$ cat config.mk
export PLATFORM = sky130hd
export DESIGN_NAME = apc_err_hold
export DESIGN_NICKNAME = d
export VERILOG_FILES = /design/src/rtl/apc_err_hold.sv
export SDC_FILE = /design/constraint.sdc
export NUM_CORES = 1
export LEC_CHECK = 0
export ABC_AREA = 1
export BUFFER_PORTS_ARGS = -buffer_cell sky130_fd_sc_hd__buf_2
export CAP_MARGIN = 20
export CORE_AREA = 5 5 42 44
export CTS_BUF_LIST = sky130_fd_sc_hd__clkbuf_16
export DETAILED_ROUTE_END_ITERATION = 12
export DIE_AREA = 0 0 47 49
export PLACE_DENSITY = 0.3
export REMOVE_ABC_BUFFERS = 1
export SETUP_SLACK_MARGIN = 0.4
export SYNTH_ARGS = -nofsm -noshare
export SYNTH_HDL_FRONTEND = slang
export SYNTH_SLANG_ARGS = --single-unit
$ cat constraint.sdc
create_clock -name clk -period 1.2 [get_ports clk]
set_input_delay 0.24 -clock clk [delete_from_list [all_inputs] [get_ports clk]]
set_output_delay 0.24 -clock clk [all_outputs]
set_load 0.02 [all_outputs]
$ cat src/rtl/apc_err_hold.sv
module apc_err_hold #(
   parameter int HOLD = 2
) (
   input  logic clk,
   input  logic rst_n,
   input  logic en,
   input  logic hit,
   output logic err_n
);
   localparam int              CNT_W  = $clog2(HOLD + 1);
   localparam logic [CNT_W-1:0] RELOAD = CNT_W'(HOLD - 1);

   generate
      if (HOLD < 1) begin : g_bad_hold
         $error("apc_err_hold: HOLD must be at least 1");
      end
   endgenerate

   logic             err_q;
   logic [CNT_W-1:0] cnt_q;

   always_ff @(posedge clk or negedge rst_n) begin
      if (!rst_n) begin
         err_q <= 1'b0;
         cnt_q <= '0;
      end else if (en) begin
         if (hit) begin
            err_q <= 1'b1;
            cnt_q <= RELOAD;
         end else if (cnt_q != '0) begin
            cnt_q <= cnt_q - 1'b1;
         end else begin
            err_q <= 1'b0;
         end
      end
   end

   assign err_n = ~err_q;

   // remaining hold count never exceeds the reload value
   assert_cnt_bound_R5: assert property (@(posedge clk) disable iff (!rst_n)
      cnt_q <= RELOAD);

   // a gated edge leaves the flag and the count unchanged
   assert_gate_hold_R6: assert property (@(posedge clk) disable iff (!rst_n)
      !en |=> $stable(err_n) && $stable(cnt_q));

   generate
      if (HOLD >= 2) begin : g_min_low
         // a freshly lowered flag is still low one edge later
         assert_min_low_R5: assert property (@(posedge clk) disable iff (!rst_n)
            $fell(err_n) |=> !err_n);
      end
   endgenerate
endmodule

==> impl_metrics.toml <==
[global_routing]
grt-ovfl-total = 0
gr-usage-met2 = 0.07014
busiest_layer = "met2"
use_met1 = 0.06652
antenna_found_initial = 0
grtUsageTotal = 0.05650
grt_pass1_wl_um = 855
first_global_vias = 208
globalRouteMet3Util = 0.02583
grt_start_max_net_pins = 6

[power]
power_density_nw_per_um2 = 3306
vdd_drop_max_uv = 1134
power.internal_w = 0.0008087
power_switching_w = 0.0003413
clkPwrFrac = 0.455
power.leakage_nw = 0.1734
p_sw_frac = 0.2968
pwr-share-comb = 0.385
p_seq_frac = 0.160

[cts]
clk_latency_ps = 220
numCtsBuffers = 3
cts_tree = "yes"
cts_root_buffer = "clkbuf_16"
cts_sinks = 3
clockBufferDepth = 2
htreeDepth = 1
clk_pin_slew_ps = 30

[setup_path]
worstPathRequired_ps = 960
critical_path_class = "register to primary output"
cp-end-kind = "primary output"
arrival_ps = 760
path_delay_family = "flip-flops"
crit_path_start_kind = "register"
crit_slowest_cell = "dfrtp_1"
critPathMaxFanout = 2
crit_buf_inv = 2
worst_path_largest_cell_delay_ps = 370
crit_chain = "inv_2 -> buf_6"

[run]
maxCapViolations = 0

[timing]
setup_violations = 0
fin_crit_sh = 0.8363
rsz0062_at_grt = "true"
hold_viol_final = 0
worst_clock_skew_ps = 0.5337
worst_slew_pin_slew_ps = 117.7
final_max_slew_viol_count = 0
fmax_ghz = 0.9965
hold_slack_ps = 313.6
setup-tns-final_ps = 0
slew_headroom = 0.9215
period_needed_ps = 1004

[synthesis]
synthTopCellsByArea = "dfrtp_1, nand2_1, nand3_1, inv_1, ha_1"
async_reset_ff_frac = 1.000
yosys_warnings = 0
netlist_instances = 20
synth_most_common_cell = "nand2_1"
synth.top_cell.area_share = 0.4839
synthTopCellsByCount = "nand2_1, inv_1, nand3_1"
synth-seq-area-share = 0.4839
syn_area_sq_um = 155.1
ys_ff_latch = 3
synth_edf_count = 0
syn_avg_cell_area_sq_um = 7.757
synth_top_cell_by_area = "dfrtp_1"
synth_cell_types = 7
synth_flop_cell = "dfrtp_1"

[route]
vias = 169
postRouteAntennaNets = 0
drc = 0
wl_um = 497
vias_per_cell = 3.521
wire_per_inst_um = 10.35
drtIter0Drc = 0
drt_pass1_iterations = 1

[final_layout]
diodes = 0
area_growth_pct = 124.2
fin_nets = 38
drive_above_1_share = 0.6875
design_area_sq_um = 347.8

[placement]
hpwlAfterDp_um = 276.1
io_buffer_count = 4
placed_area_sq_um = 195.2
place.gp.congestion = 0.6611

[floorplan]
core-area_sq_um = 1401
die_w_um = 47
top_level_ports = 5
initial_core_util = 0.1107
num_rows = 14
dieArea_sq_um = 2303
die_h_um = 49

[outcome]
status = "completed"

[worst_hold_path]
hold_path_class = "primary input to register"
==> routing by layer <==
layer,up-vias,share of wire
met3,0,0.082
met4,0,0
li1,85,-
met2,5,0.50
met5,-,0
met1,79,0.42
==> worst min-delay path: stages <==
cell and delay, ps:
buf_2 100, nand2_2 80, nand2_1 80
==> cells by family after synthesis <==
group / after synthesis / synth area share
buffers and inverters: 4 / 0.09675
adder cells (fa/ha/maj): 1 / 0.08063
AND/OR/NAND/NOR: 12 / 0.3387
flip-flops: 3 / 0.4839
==> final timing paths <==
check | to | cells past startpoint | start | slack (ps)
hold / removal | err_q | 3 | hit | 310
max in group asynchronous | cnt_q[1] | 2 | rst_n | 750
setup / recovery | err_n | 2 | err_q | 200
min in group asynchronous | cnt_q[0] | 2 | rst_n | 340
setup reg to reg | cnt_q[1] | 5 | cnt_q[1] | 220
hold reg to reg | err_q | 2 | err_q | 490
==> layout by cell type (no fill, tap or decap), types with 2 or more instances in the layout <==
cell type  Yosys  routed
buf_2          0       3
buf_4          0       3
clkbuf_16      0       3
dfrtp_1        3       3
inv_2          0       3
nand2_1        6       3
nand2_2        1       4
nand3_1        4       2
nand3_2        0       2
==> repair_timing <==
action                                  in CTS  in global routing
pin swaps                                    4                  1
endpoints found under the setup margin       4                  4
hold buffers                                 1                  0
setup buffers                                1                  2
endpoints found under the hold margin        3                  0
resized for setup                            8                  7
==> stage by stage <==
| stage | util | total power [W] | instances | setup slack (ps) |
|---|---|---|---|---|
| 6_report | 0.2482 | 0.001150 | 48 | 196.5 |
| 5_1_grt | 0.2482 | 0.001234 | 48 | 157.8 |
| 4_1_cts | 0.2232 | 0.001036 | 46 | 181.7 |
| 3_5_place_dp | 0.1393 | 0.0003845 | 40 | 187.5 |
| 3_3_place_gp | 0.1393 | 0.0003706 | 40 | 224.3 |
| 2_1_floorplan | - | 0.0003199 | 20 | 280.2 |
==> state kept, by name (all words and copies together) (netlist names) <==
register / cells
err_q: 1
cnt_q: 2
==> final cells by class <==
type                            count  area, sq um
Tap cell                           16        20.02
Multi-Input combinational cell     13        97.59
Inverter                            4        17.52
Clock buffer                        3        75.07
Fill cell                         168         1054
Sequential cell                     3        75.07
Timing Repair Buffer                8        58.81
Clock inverter                      1        3.754
==> power groups by stage <==
stage	clock [W]	sequential [W]	combinational, W
5_1_grt	0.000544	0.000190	0.000501
2_1_floorplan	0	0.000170	0.000150
4_1_cts	0.000534	0.000181	0.000321
6_report	0.000523	0.000184	0.000442
3_5_place_dp	0	0.000175	0.000209
3_3_place_gp	0	0.000175	0.000195
(Power assumes the default switching activity.)
